$ cat src/rtl/err_log_pkg.sv
package err_log_pkg;
  localparam int NTYPE    = 2;       // bit 0 correctable, bit 1 uncorrectable
  localparam int T_CE     = 0;
  localparam int T_UE     = 1;
  localparam int REG_W    = 32;
  localparam int OFS_W    = 8;
  localparam int BLK_LSB  = 6;       // block number position inside an address log word
  localparam logic [OFS_W-1:0] OFS_FIRST  = 8'h80;
  localparam logic [OFS_W-1:0] OFS_NEXT   = 8'h82;
  localparam logic [OFS_W-1:0] OFS_CE_ADR = 8'hA0;
  localparam logic [OFS_W-1:0] OFS_UE_ADR = 8'hB0;
  localparam logic [OFS_W-1:0] OFS_CE_SYN = 8'hD0;
endpackage

$ cat src/rtl/err_flag_reg.sv
module err_flag_reg #(
  parameter int W = 2
) (
  input  logic         clk,
  input  logic         rst_n,
  input  logic [W-1:0] set_i,
  input  logic [W-1:0] clr_i,
  output logic [W-1:0] q_o
);
  logic [W-1:0] d;
  logic         en;

  // set has priority over clear
  always_comb begin
    d  = (q_o & ~clr_i) | set_i;
    en = |(set_i | clr_i);
  end

  always_ff @(posedge clk or negedge rst_n) begin
    if (!rst_n)  q_o <= '0;
    else if (en) q_o <= d;
  end
endmodule

$ cat src/rtl/err_log_reg.sv
module err_log_reg #(
  parameter int W = 22
) (
  input  logic         clk,
  input  logic         rst_n,
  input  logic         load_i,
  input  logic [W-1:0] d_i,
  output logic [W-1:0] q_o
);
  always_ff @(posedge clk or negedge rst_n) begin
    if (!rst_n)      q_o <= '0;
    else if (load_i) q_o <= d_i;
  end
endmodule

$ cat src/rtl/err_chan_dec.sv
module err_chan_dec #(
  parameter int SYN_W = 16
) (
  input  logic [SYN_W-1:0] syn_i,
  output logic             chan_o
);
  localparam int HALF = SYN_W / 2;
  localparam int QTR  = SYN_W / 4;

  logic hi_zero, lo_zero, top_q_zero, sub_q_zero;

  always_comb begin
    hi_zero    = (syn_i[SYN_W-1:HALF] == '0);
    lo_zero    = (syn_i[HALF-1:0] == '0);
    top_q_zero = (syn_i[SYN_W-1:SYN_W-QTR] == '0);
    sub_q_zero = (syn_i[SYN_W-QTR-1:HALF] == '0);
    if (hi_zero)                       chan_o = 1'b0;
    else if (lo_zero)                  chan_o = 1'b1;
    else if (top_q_zero || sub_q_zero) chan_o = 1'b0;
    else                               chan_o = 1'b1;
  end
endmodule

$ cat src/rtl/dram_err_logger.sv
module dram_err_logger
  import err_log_pkg::*;
#(
  parameter int BLK_W = 22,
  parameter int SYN_W = 16
) (
  input  logic                    clk,
  input  logic                    rst_n,
  input  logic                    ce_evt,
  input  logic [BLK_W-1:0]        ce_blk,
  input  logic [SYN_W-1:0]        ce_syndrome,
  input  logic                    ue_evt,
  input  logic [BLK_W-1:0]        ue_blk,
  input  logic                    reg_wr,
  input  logic [OFS_W-1:0]        reg_addr,
  input  logic [NTYPE-1:0]        reg_wdata,
  output logic [REG_W-1:0]        reg_rdata,
  output logic                    irq,
  output logic                    ce_channel
);
  localparam int ADR_PAD = REG_W - BLK_W - BLK_LSB;

  logic [NTYPE-1:0] evt, first_q, next_q;
  logic [NTYPE-1:0] first_set, next_set, first_clr, next_clr;
  logic [BLK_W-1:0] blk_in [NTYPE];
  logic [BLK_W-1:0] blk_q  [NTYPE];
  logic [SYN_W-1:0] syn_q;

  always_comb begin
    evt        = {ue_evt, ce_evt};
    blk_in[T_CE] = ce_blk;
    blk_in[T_UE] = ue_blk;
    first_set  = evt & ~first_q;
    next_set   = evt & first_q;
    first_clr  = (reg_wr && reg_addr == OFS_FIRST) ? reg_wdata : '0;
    next_clr   = (reg_wr && reg_addr == OFS_NEXT)  ? reg_wdata : '0;
  end

  err_flag_reg #(.W(NTYPE)) u_first (
    .clk(clk), .rst_n(rst_n), .set_i(first_set), .clr_i(first_clr), .q_o(first_q));

  err_flag_reg #(.W(NTYPE)) u_next (
    .clk(clk), .rst_n(rst_n), .set_i(next_set), .clr_i(next_clr), .q_o(next_q));

  // one block-address log per error type
  for (genvar t = 0; t < NTYPE; t++) begin : g_blk
    err_log_reg #(.W(BLK_W)) u_blk (
      .clk(clk), .rst_n(rst_n), .load_i(first_set[t]), .d_i(blk_in[t]), .q_o(blk_q[t]));
  end

  err_log_reg #(.W(SYN_W)) u_syn (
    .clk(clk), .rst_n(rst_n), .load_i(first_set[T_CE]), .d_i(ce_syndrome), .q_o(syn_q));

  err_chan_dec #(.SYN_W(SYN_W)) u_chan (.syn_i(syn_q), .chan_o(ce_channel));

  always_comb begin
    irq = |{first_q, next_q};
    case (reg_addr)
      OFS_FIRST:  reg_rdata = {{(REG_W-NTYPE){1'b0}}, first_q};
      OFS_NEXT:   reg_rdata = {{(REG_W-NTYPE){1'b0}}, next_q};
      OFS_CE_ADR: reg_rdata = {{ADR_PAD{1'b0}}, blk_q[T_CE], {BLK_LSB{1'b0}}};
      OFS_UE_ADR: reg_rdata = {{ADR_PAD{1'b0}}, blk_q[T_UE], {BLK_LSB{1'b0}}};
      OFS_CE_SYN: reg_rdata = {{(REG_W-SYN_W){1'b0}}, syn_q};
      default:    reg_rdata = '0;
    endcase
  end

  // first correctable event captures bit and log
  assert_ce_first_R2: assert property (@(posedge clk) disable iff (!rst_n)
    (ce_evt && !first_q[T_CE]) |=> (first_q[T_CE] && blk_q[T_CE] == $past(ce_blk)
                                    && syn_q == $past(ce_syndrome)));

  assert_ue_first_R3: assert property (@(posedge clk) disable iff (!rst_n)
    (ue_evt && !first_q[T_UE]) |=> (first_q[T_UE] && blk_q[T_UE] == $past(ue_blk)));

  // repeat event goes to next byte, log frozen
  assert_ce_repeat_R4: assert property (@(posedge clk) disable iff (!rst_n)
    (ce_evt && first_q[T_CE]) |=> (next_q[T_CE] && $stable(blk_q[T_CE]) && $stable(syn_q)));

  assert_ue_repeat_R4: assert property (@(posedge clk) disable iff (!rst_n)
    (ue_evt && first_q[T_UE]) |=> (next_q[T_UE] && $stable(blk_q[T_UE])));

  assert_first_w1c_R5: assert property (@(posedge clk) disable iff (!rst_n)
    (reg_wr && reg_addr == OFS_FIRST && reg_wdata[T_CE] && !ce_evt) |=> !first_q[T_CE]);

  assert_next_set_wins_R7: assert property (@(posedge clk) disable iff (!rst_n)
    (ue_evt && first_q[T_UE] && reg_wr && reg_addr == OFS_NEXT) |=> next_q[T_UE]);
endmodule

$ cat config.mk
export PLATFORM = sky130hd
export DESIGN_NAME = dram_err_logger
export DESIGN_NICKNAME = d
export VERILOG_FILES = /design/src/rtl/err_log_pkg.sv /design/src/rtl/err_flag_reg.sv /design/src/rtl/err_log_reg.sv /design/src/rtl/err_chan_dec.sv /design/src/rtl/dram_err_logger.sv
export SDC_FILE = /design/constraint.sdc
export NUM_CORES = 1
export LEC_CHECK = 0
export ABC_AREA = 1
export BUFFER_PORTS_ARGS = -buffer_cell sky130_fd_sc_hd__clkbuf_2
export CORE_ASPECT_RATIO = 2
export CORE_UTILIZATION = 52
export DETAILED_ROUTE_END_ITERATION = 12
export GPL_TIMING_DRIVEN = 0
export MAX_ROUTING_LAYER = met4
export PLACE_DENSITY = 0.82
export SLEW_MARGIN = 40
export SYNTH_ARGS = -nofsm -noshare
export SYNTH_HDL_FRONTEND = slang
export SYNTH_SLANG_ARGS = --single-unit
$ cat constraint.sdc
create_clock -name clk -period 4.1 [get_ports clk]
set_clock_uncertainty 0.2 [all_clocks]
set_input_delay 0.615 -clock clk [delete_from_list [all_inputs] [get_ports clk]]
set_output_delay 0.615 -clock clk [all_outputs]
set_load 0.005 [all_outputs]
======== Word level (Yosys, flattened, before mapping) ========
Index checks and enable logic that the tools add are counted.
word-level totals
  bits of input ports ..................... 75
  bits in registers ....................... 64
  word-level logic and storage cells ...... 37
cells by class
  equality and inequality tests ........... 5
  reductions and logical operators ........ 10
  bitwise logic cells ..................... 11
  muxes and demuxes ....................... 6
operators by type and width
  operator                                     number
  one-hot mux 28 bit (5 select lines)          1
  equality test 8 bit (second input constant)  5
  logical NOT 8 bit                            2
  bitwise AND 2 bit                            4
  logical NOT 4 bit                            2
  bitwise OR 2 bit                             4
  NOT 2 bit                                    3
  2-to-1 mux 2 bit                             2
  OR reduction 2 bit                           2
  OR reduction 4 bit                           1
  2-to-1 mux 1 bit                             3
  logical AND 1 bit                            2
  logical OR 1 bit                             1

======== Depth between registers and ports, before layout ========
Gate-level depths: netlist (run 1).
  word-level depth ........................ 6
  gate-level depth with buffers ........... 7
  mapped depth without buffers ............ 7

======== Cells and area by module ========
Synthesis (run 1) repeated with hierarchy kept, for this count alone.
second synthesis, totals
  cell total of the unflattened synthesis .. 450
  area, all modules ....................... 3547.2 µm²
modules (own cells, without submodules)
  module                             instances  cells each  area an instance (µm²)
  err_log_reg at g_blk[0].u_blk ...  2          93          839.6
  dram_err_logger                    1          149         957.2
  err_log_reg at u_syn               1          68          644.4
  err_flag_reg                       2          10          80.1
  err_chan_dec                       1          27          106.4

======== Least setup slack after synthesis (run 1) ========
OpenSTA, ideal clock, no wires.
  kind .................................... input port to output port
  start point ............................. in reg_addr[1]
  end point ............................... out reg_rdata[16]
  stages .................................. 6
  buffers on the path ..................... 1
  setup slack ............................. 2.011 ns
  arrival time ............................ 1.274 ns
  required time ........................... 3.285 ns
  path through ............................ nor2_1 nand2_1 inv_2 clkbuf_1 nand3_1 nand2_1
on the way
  longest elaborated chain between the ends .. 2
  elaborated cells on any way between the ends .. 6
ends and longest elaborated chain
  what                                   line                   source
  start, declared                        dram_err_logger.sv:15  input logic [OFS_W-1:0] reg_addr,
  equality test 8 bit                    dram_err_logger.sv:58  case (reg_addr)
  one-hot mux 28 bit (5 select lines) *  dram_err_logger.sv:58
  end, declared                          dram_err_logger.sv:17  output logic [REG_W-1:0] reg_rdata,
Mark *: on every way between the ends. The rest lies on a longest branch, timed or not.

======== Worst setup path in the final report (run 1) ========
  start point ............................. in reg_addr[1]
  end point ............................... out reg_rdata[7]
The elaborated chain is that of the path after synthesis.

==> impl_metrics.json, run 1 <==
{
  "multi_input_area_um2": 1340,
  "holdBufCountCts": 0,
  "dominantRegCellSynth": "dfrtp_1",
  "placedCellCount": 477,
  "htreeDepth": 3,
  "max_stage_delay_ns": 0.41,
  "final_util": 0.697,
  "hold_viol": 0,
  "synthDistinctLibCells": 22,
  "fp.dieH_um": 112,
  "cp-end-kind": "output pin",
  "fillers": 454,
  "firstDrtPassIters": 10,
  "tightest_slew_ns": 0.519,
  "synth_edf_count": 0,
  "regArea_um2": 1600,
  "grt_setup_unrepaired": "false",
  "grt_max_degree": 65,
  "max_freq_mhz": 388,
  "setup_tns_ns": 0,
  "synthArstFlopShare": 1.00,
  "path_class": "input port to output pin",
  "synth_top_area_frac": 0.506,
  "crit_chain": "clkbuf_2 -> nor2_1 -> nand2_1 -> inv_2 -> clkbuf_1 -> nand3_1 -> nand3_1 -> clkbuf_2",
  "maxSlewHeadroom": 0.654,
  "root_buffer": "clkbuf_16",
  "grt_pass1_wl_mm": 12.3,
  "syn_area_um2": 3170,
  "maxSlewViolCount": 0,
  "syn_avg_cell_area_um2": 10.3,
  "post_cts_buffers": 0,
  "netlist_instances": 309,
  "fp.dieW_um": 57.2,
  "area_growth_pct": 27.7,
  "first_global_vias": 2710,
  "grt_util_all_layers": 0.266,
  "p_clk_frac": 0.325,
  "drc": 9,
  "diodes": 0,
  "switching_share": 0.251,
  "dieArea_um2": 6430,
  "wl_per_cell_um": 15.3,
  "switching_power_uw": 517,
  "nets": 502,
  "drive_gt1_frac": 0.452,
  "power.leakage_nw": 2.16,
  "clk_pin_slew_ns": 0.05,
  "routabilityCongestion": 0.927,
  "first_iter_violations": 103,
  "hold_path_class": "input port to asynchronous set/reset pin",
  "status": "finished, violations left",
  "ant_nets": 0,
  "rows": 39,
  "cp_max_fo": 10,
  "whs_ns": 0.0619,
  "coreArea_um2": 5810,
  "fin_crit_ns": 2.58,
  "fin_cells": 490,
  "cts_buffer_depth": 2,
  "violations": "design-rule violations",
  "initial_utilization": 0.546,
  "cts_made_buffers": 9,
  "antenna_found_initial": 0,
  "synth.most_common_cell": "nand3_1",
  "cp_slowest_cell": "clkbuf_1",
  "p_int_mw": 1.54,
  "post_drt_via_cell_ratio": 5.36,
  "synthTopCellsByArea": "dfrtp_1, mux2_2, nand3_1, mux2_4, nand2_1",
  "hpwl_mm": 5.64,
  "worstPathArrival_ns": 1.76,
  "synth_common_cells": "nand3_1, dfrtp_1, mux2_2",
  "ir_drop_v": 0.000410,
  "yosysTopAreaCell": "dfrtp_1",
  "vias": 2627,
  "cts_tree": "done",
  "setup_viol_count_final": 0,
  "worstPathRequired_ns": 3.28,
  "clk_latency_ns": 0.33,
  "p_per_area_nw_per_um2": 509,
  "start_kind": "input port",
  "combPwrFrac": 0.189,
  "yosysWarnings": 0,
  "p_seq_frac": 0.485,
  "min_period_over_period": 0.629,
  "maxCapViolCount": 0,
  "gr-total-overflow": 0,
  "ios": 109,
  "ys_seq_area_frac": 0.506,
  "ys_ff_latch": 64,
  "cts.sinks": 64,
  "numPortBuffers": 104,
  "totalWireLength_mm": 7.49,
  "ctsResizeCount": 0
}
## power groups by stage
stage               registers, mW  clock network [mW]  logic [mW]
CTS                         0.998               0.685       0.395
floorplan                   0.967                   0       0.294
finish                       1.00               0.670       0.390
detailed placement           1.01                   0       0.391
global route                 1.03               0.718       0.437
global placement            0.993                   0       0.373
## worst paths after layout
path,endpoint,startpoint,slack (ns),cells after the start
min,g_blk[0].u_blk.q_o[16],rst_n,0.06,1
max in group asynchronous,g_blk[1].u_blk.q_o[5],rst_n,3.26,1
min in group clk,g_blk[1].u_blk.q_o[20],g_blk[1].u_blk.q_o[20],0.30,1
max reg2reg,g_blk[1].u_blk.q_o[21],u_first.q_o[1],2.59,4
min reg2reg,g_blk[1].u_blk.q_o[20],g_blk[1].u_blk.q_o[20],0.30,1
max,reg_rdata[7],reg_addr[1],1.52,8
## through the flow
stage          cell area (µm²)  setup slack [ns]  power, mW
6_report                  4050              1.52       2.06
5_1_grt                   4050              1.38       2.18
4_1_cts                   4050              1.51       2.08
3_5_place_dp              3780              1.53       1.40
3_3_place_gp              3780              1.48       1.37
2_1_floorplan             3180              2.01       1.26
## kinds of logic after synthesis
logic type | after synthesis | synth area share
other | 1 | 0.00118
buffers and inverters | 41 | 0.0742
and+or+nand+nor | 142 | 0.205
muxes | 52 | 0.200
DFF | 64 | 0.506
AOI/OAI and AO/OA | 9 | 0.0142
## layer usage
layer	vias to the layer above	GRT usage	wire length, µm
met2	96	0.460	4030
met5	-	-	0
li1	1274	-	-
met3	26	0.0668	436
met4	0	0.141	261
met1	1231	0.269	2760
## cells in the final DEF (no fill, tap or decap), types with 3 or more instances in the layout
| master | n |
|---|---|
| nand3_1 | 75 |
| clkbuf_8 | 3 |
| mux2_4 | 13 |
| inv_1 | 17 |
| a21oi_1 | 8 |
| buf_4 | 13 |
| nor2_1 | 23 |
| clkbuf_16 | 9 |
| mux2_2 | 38 |
| conb_1 | 4 |
| nand2_1 | 36 |
| dfrtp_1 | 64 |
| buf_2 | 5 |
| clkbuf_2 | 103 |
## worst max-delay path: cells and delay by family
kind                   cells  cell delay, ns
buffers and inverters      4            0.68
and+or+nand+nor            4            0.46
## flip-flops by register name, indices dropped and copies added (netlist names)
signal           flops
u_syn.q_o           16
u_first.q_o          2
g_blk.u_blk.q_o     44
u_next.q_o           2
## layout make-up
class                   count  share of cell area
inverters                  19              0.0176
clock buffers              12              0.0634
plain buffers              22              0.0405
well taps                  61              0.0189
flip-flops and latches     64               0.396
repair buffers            104               0.131
multi-input cells         207               0.332
clock inverters             1             0.00124
No activity file was read; power rests on OpenSTA's default activity.
==> run 2: changes to the inputs <==
- CORE_UTILIZATION: 52 -> 45
- PLACE_DENSITY: 0.82 -> 0.76
- clock period: 4.1 -> 2.2 ns (I/O delays scaled with it)
==> impl_metrics.json, run 2 (synthesis results as in run 1) <==
{
  "status": "completed",
  "drc": 0,
  "regArea_um2": 1600,
  "switching_share": 0.242,
  "grt_pass1_wl_mm": 12.4,
  "diodes": 0,
  "grt_max_degree": 65,
  "root_buffer": "clkbuf_16",
  "totalWireLength_mm": 7.97,
  "ant_nets": 0,
  "clk_latency_ns": 0.32,
  "max_freq_mhz": 499,
  "grt_util_all_layers": 0.240,
  "fp.dieH_um": 121,
  "use_met2": 0.427,
  "hold_viol": 0,
  "ios": 109,
  "globalRouteMet1Util": 0.240,
  "cp-end-kind": "output pin",
  "multi_input_area_um2": 1340,
  "layout.cells.most_common_list": "clkbuf_2, nand3_1, dfrtp_1",
  "largest_reg_flops": 44,
  "drive_gt1_frac": 0.455,
  "numPortBuffers": 104,
  "clk_pin_slew_ns": 0.05,
  "grt_busiest_layer": "met2",
  "path_class": "input port to output pin",
  "maxSlewViolCount": 0,
  "post_drt_via_cell_ratio": 5.11,
  "fp.dieW_um": 61.3,
  "crit_buf_inv": 4,
  "grtUsageMet3": 0.0439,
  "pre_cts_ws_ns": 0.168,
  "cp_max_fo": 10,
  "tightest_slew_ns": 0.510,
  "min_period_over_period": 0.911,
  "p_seq_frac": 0.462,
  "gr-total-overflow": 0,
  "dieArea_um2": 7400,
  "crit_chain": "clkbuf_2 -> nor2_1 -> inv_1 -> nor2_2 -> buf_2 -> nand3_1 -> nand3_1 -> clkbuf_2",
  "nets": 503,
  "max_stage_delay_ns": 0.28,
  "wl_per_cell_um": 15.3,
  "setup.worst_path.start": "reg_addr[6]",
  "ir_drop_v": 0.000627,
  "hpwl_mm": 6.12,
  "min_from": "ce_syndrome[13]",
  "grt_setup_unrepaired": "false",
  "maxCapViolCount": 0,
  "fin_crit_ns": 2.00,
  "cts.sinks": 64,
  "maxSlewHeadroom": 0.660,
  "p_clk_frac": 0.360,
  "worstPathRequired_ns": 1.67,
  "hold_path_class": "input port to register",
  "cts_tree": "done",
  "final_common_cell": "clkbuf_2",
  "finalWorstSetupSlack_ns": 0.197,
  "coreArea_um2": 6730,
  "antenna_found_initial": 0,
  "setup_viol_count_final": 0,
  "largest_register": "g_blk.u_blk.q_o",
  "p_per_area_nw_per_um2": 978,
  "initial_utilization": 0.471,
  "post_cts_buffers": 0,
  "cts_made_buffers": 9,
  "start_kind": "input port",
  "htreeDepth": 3,
  "fillers": 621,
  "cts_buffer_depth": 2,
  "rows": 42,
  "routabilityCongestion": 0.864,
  "switching_power_uw": 983,
  "combPwrFrac": 0.178,
  "p_int_mw": 3.07,
  "first_iter_violations": 119,
  "cp_slowest_cell": "buf_2",
  "area_growth_pct": 30.9,
  "firstDrtPassIters": 5,
  "setup_tns_ns": 0,
  "power.leakage_nw": 2.19,
  "regToRegStartpoint": "u_first.q_o[1]",
  "vias": 2663,
  "first_global_vias": 2771,
  "cpLargestDelayFamily": "buffers and inverters",
  "worstPathArrival_ns": 1.47,
  "biggestRegsByFlops": "g_blk.u_blk.q_o (44), u_syn.q_o (16)"
}
## run 2: per-stage QoR
stage	power [mW]	hold WS, ns	cell area [µm²]	cells	util
after floorplan	2.35	-0.166	3180	312	-
after detailed placement	2.61	0.148	3820	504	0.568
after global placement	2.55	0.277	3810	504	0.566
after CTS	4.10	0.0241	4150	521	0.617
final	4.06	0.0387	4150	521	0.617
after global routing	4.28	0.0297	4150	521	0.617
## run 2: layout make-up
class,instances,share of cell area
well taps,88,0.0265
plain buffers,22,0.0395
clock buffers,14,0.0685
multi-input cells,207,0.324
inverters,19,0.0172
clock inverters,2,0.00845
repair buffers,105,0.130
flip-flops and latches,64,0.386
## run 2: layer usage
metal,routed length [µm],share of wire
met1,2870,0.36
met2,4630,0.58
met3,278,0.035
met4,190,0.024
met5,0,0
## run 2: path summary, 6_finish.rpt
kind,slack (ns),endpoint,cells past startpoint
worst min register to register,0.30,g_blk[1].u_blk.q_o[20],1
min in group asynchronous,0.35,u_syn.q_o[3],2
worst max-delay path,0.20,reg_rdata[10],8
worst min-delay path,0.04,u_syn.q_o[13],2
worst max register to register,0.70,g_blk[1].u_blk.q_o[4],4
max in group asynchronous,1.07,g_blk[1].u_blk.q_o[6],2
## run 2: timing repair
item                      4_1_cts  5_1_grt
hold endpoints to repair       64        0
hold buffers                    1        0
gates resized for setup         0        0
## run 2: power by group through the flow
stage | combinational [mW] | sequential [mW] | clock, mW
after floorplan | 0.549 | 1.80 | 0
after global placement | 0.696 | 1.85 | 0
after detailed placement | 0.728 | 1.88 | 0
after CTS | 0.732 | 1.87 | 1.49
after global routing | 0.800 | 1.92 | 1.55
final | 0.722 | 1.87 | 1.46
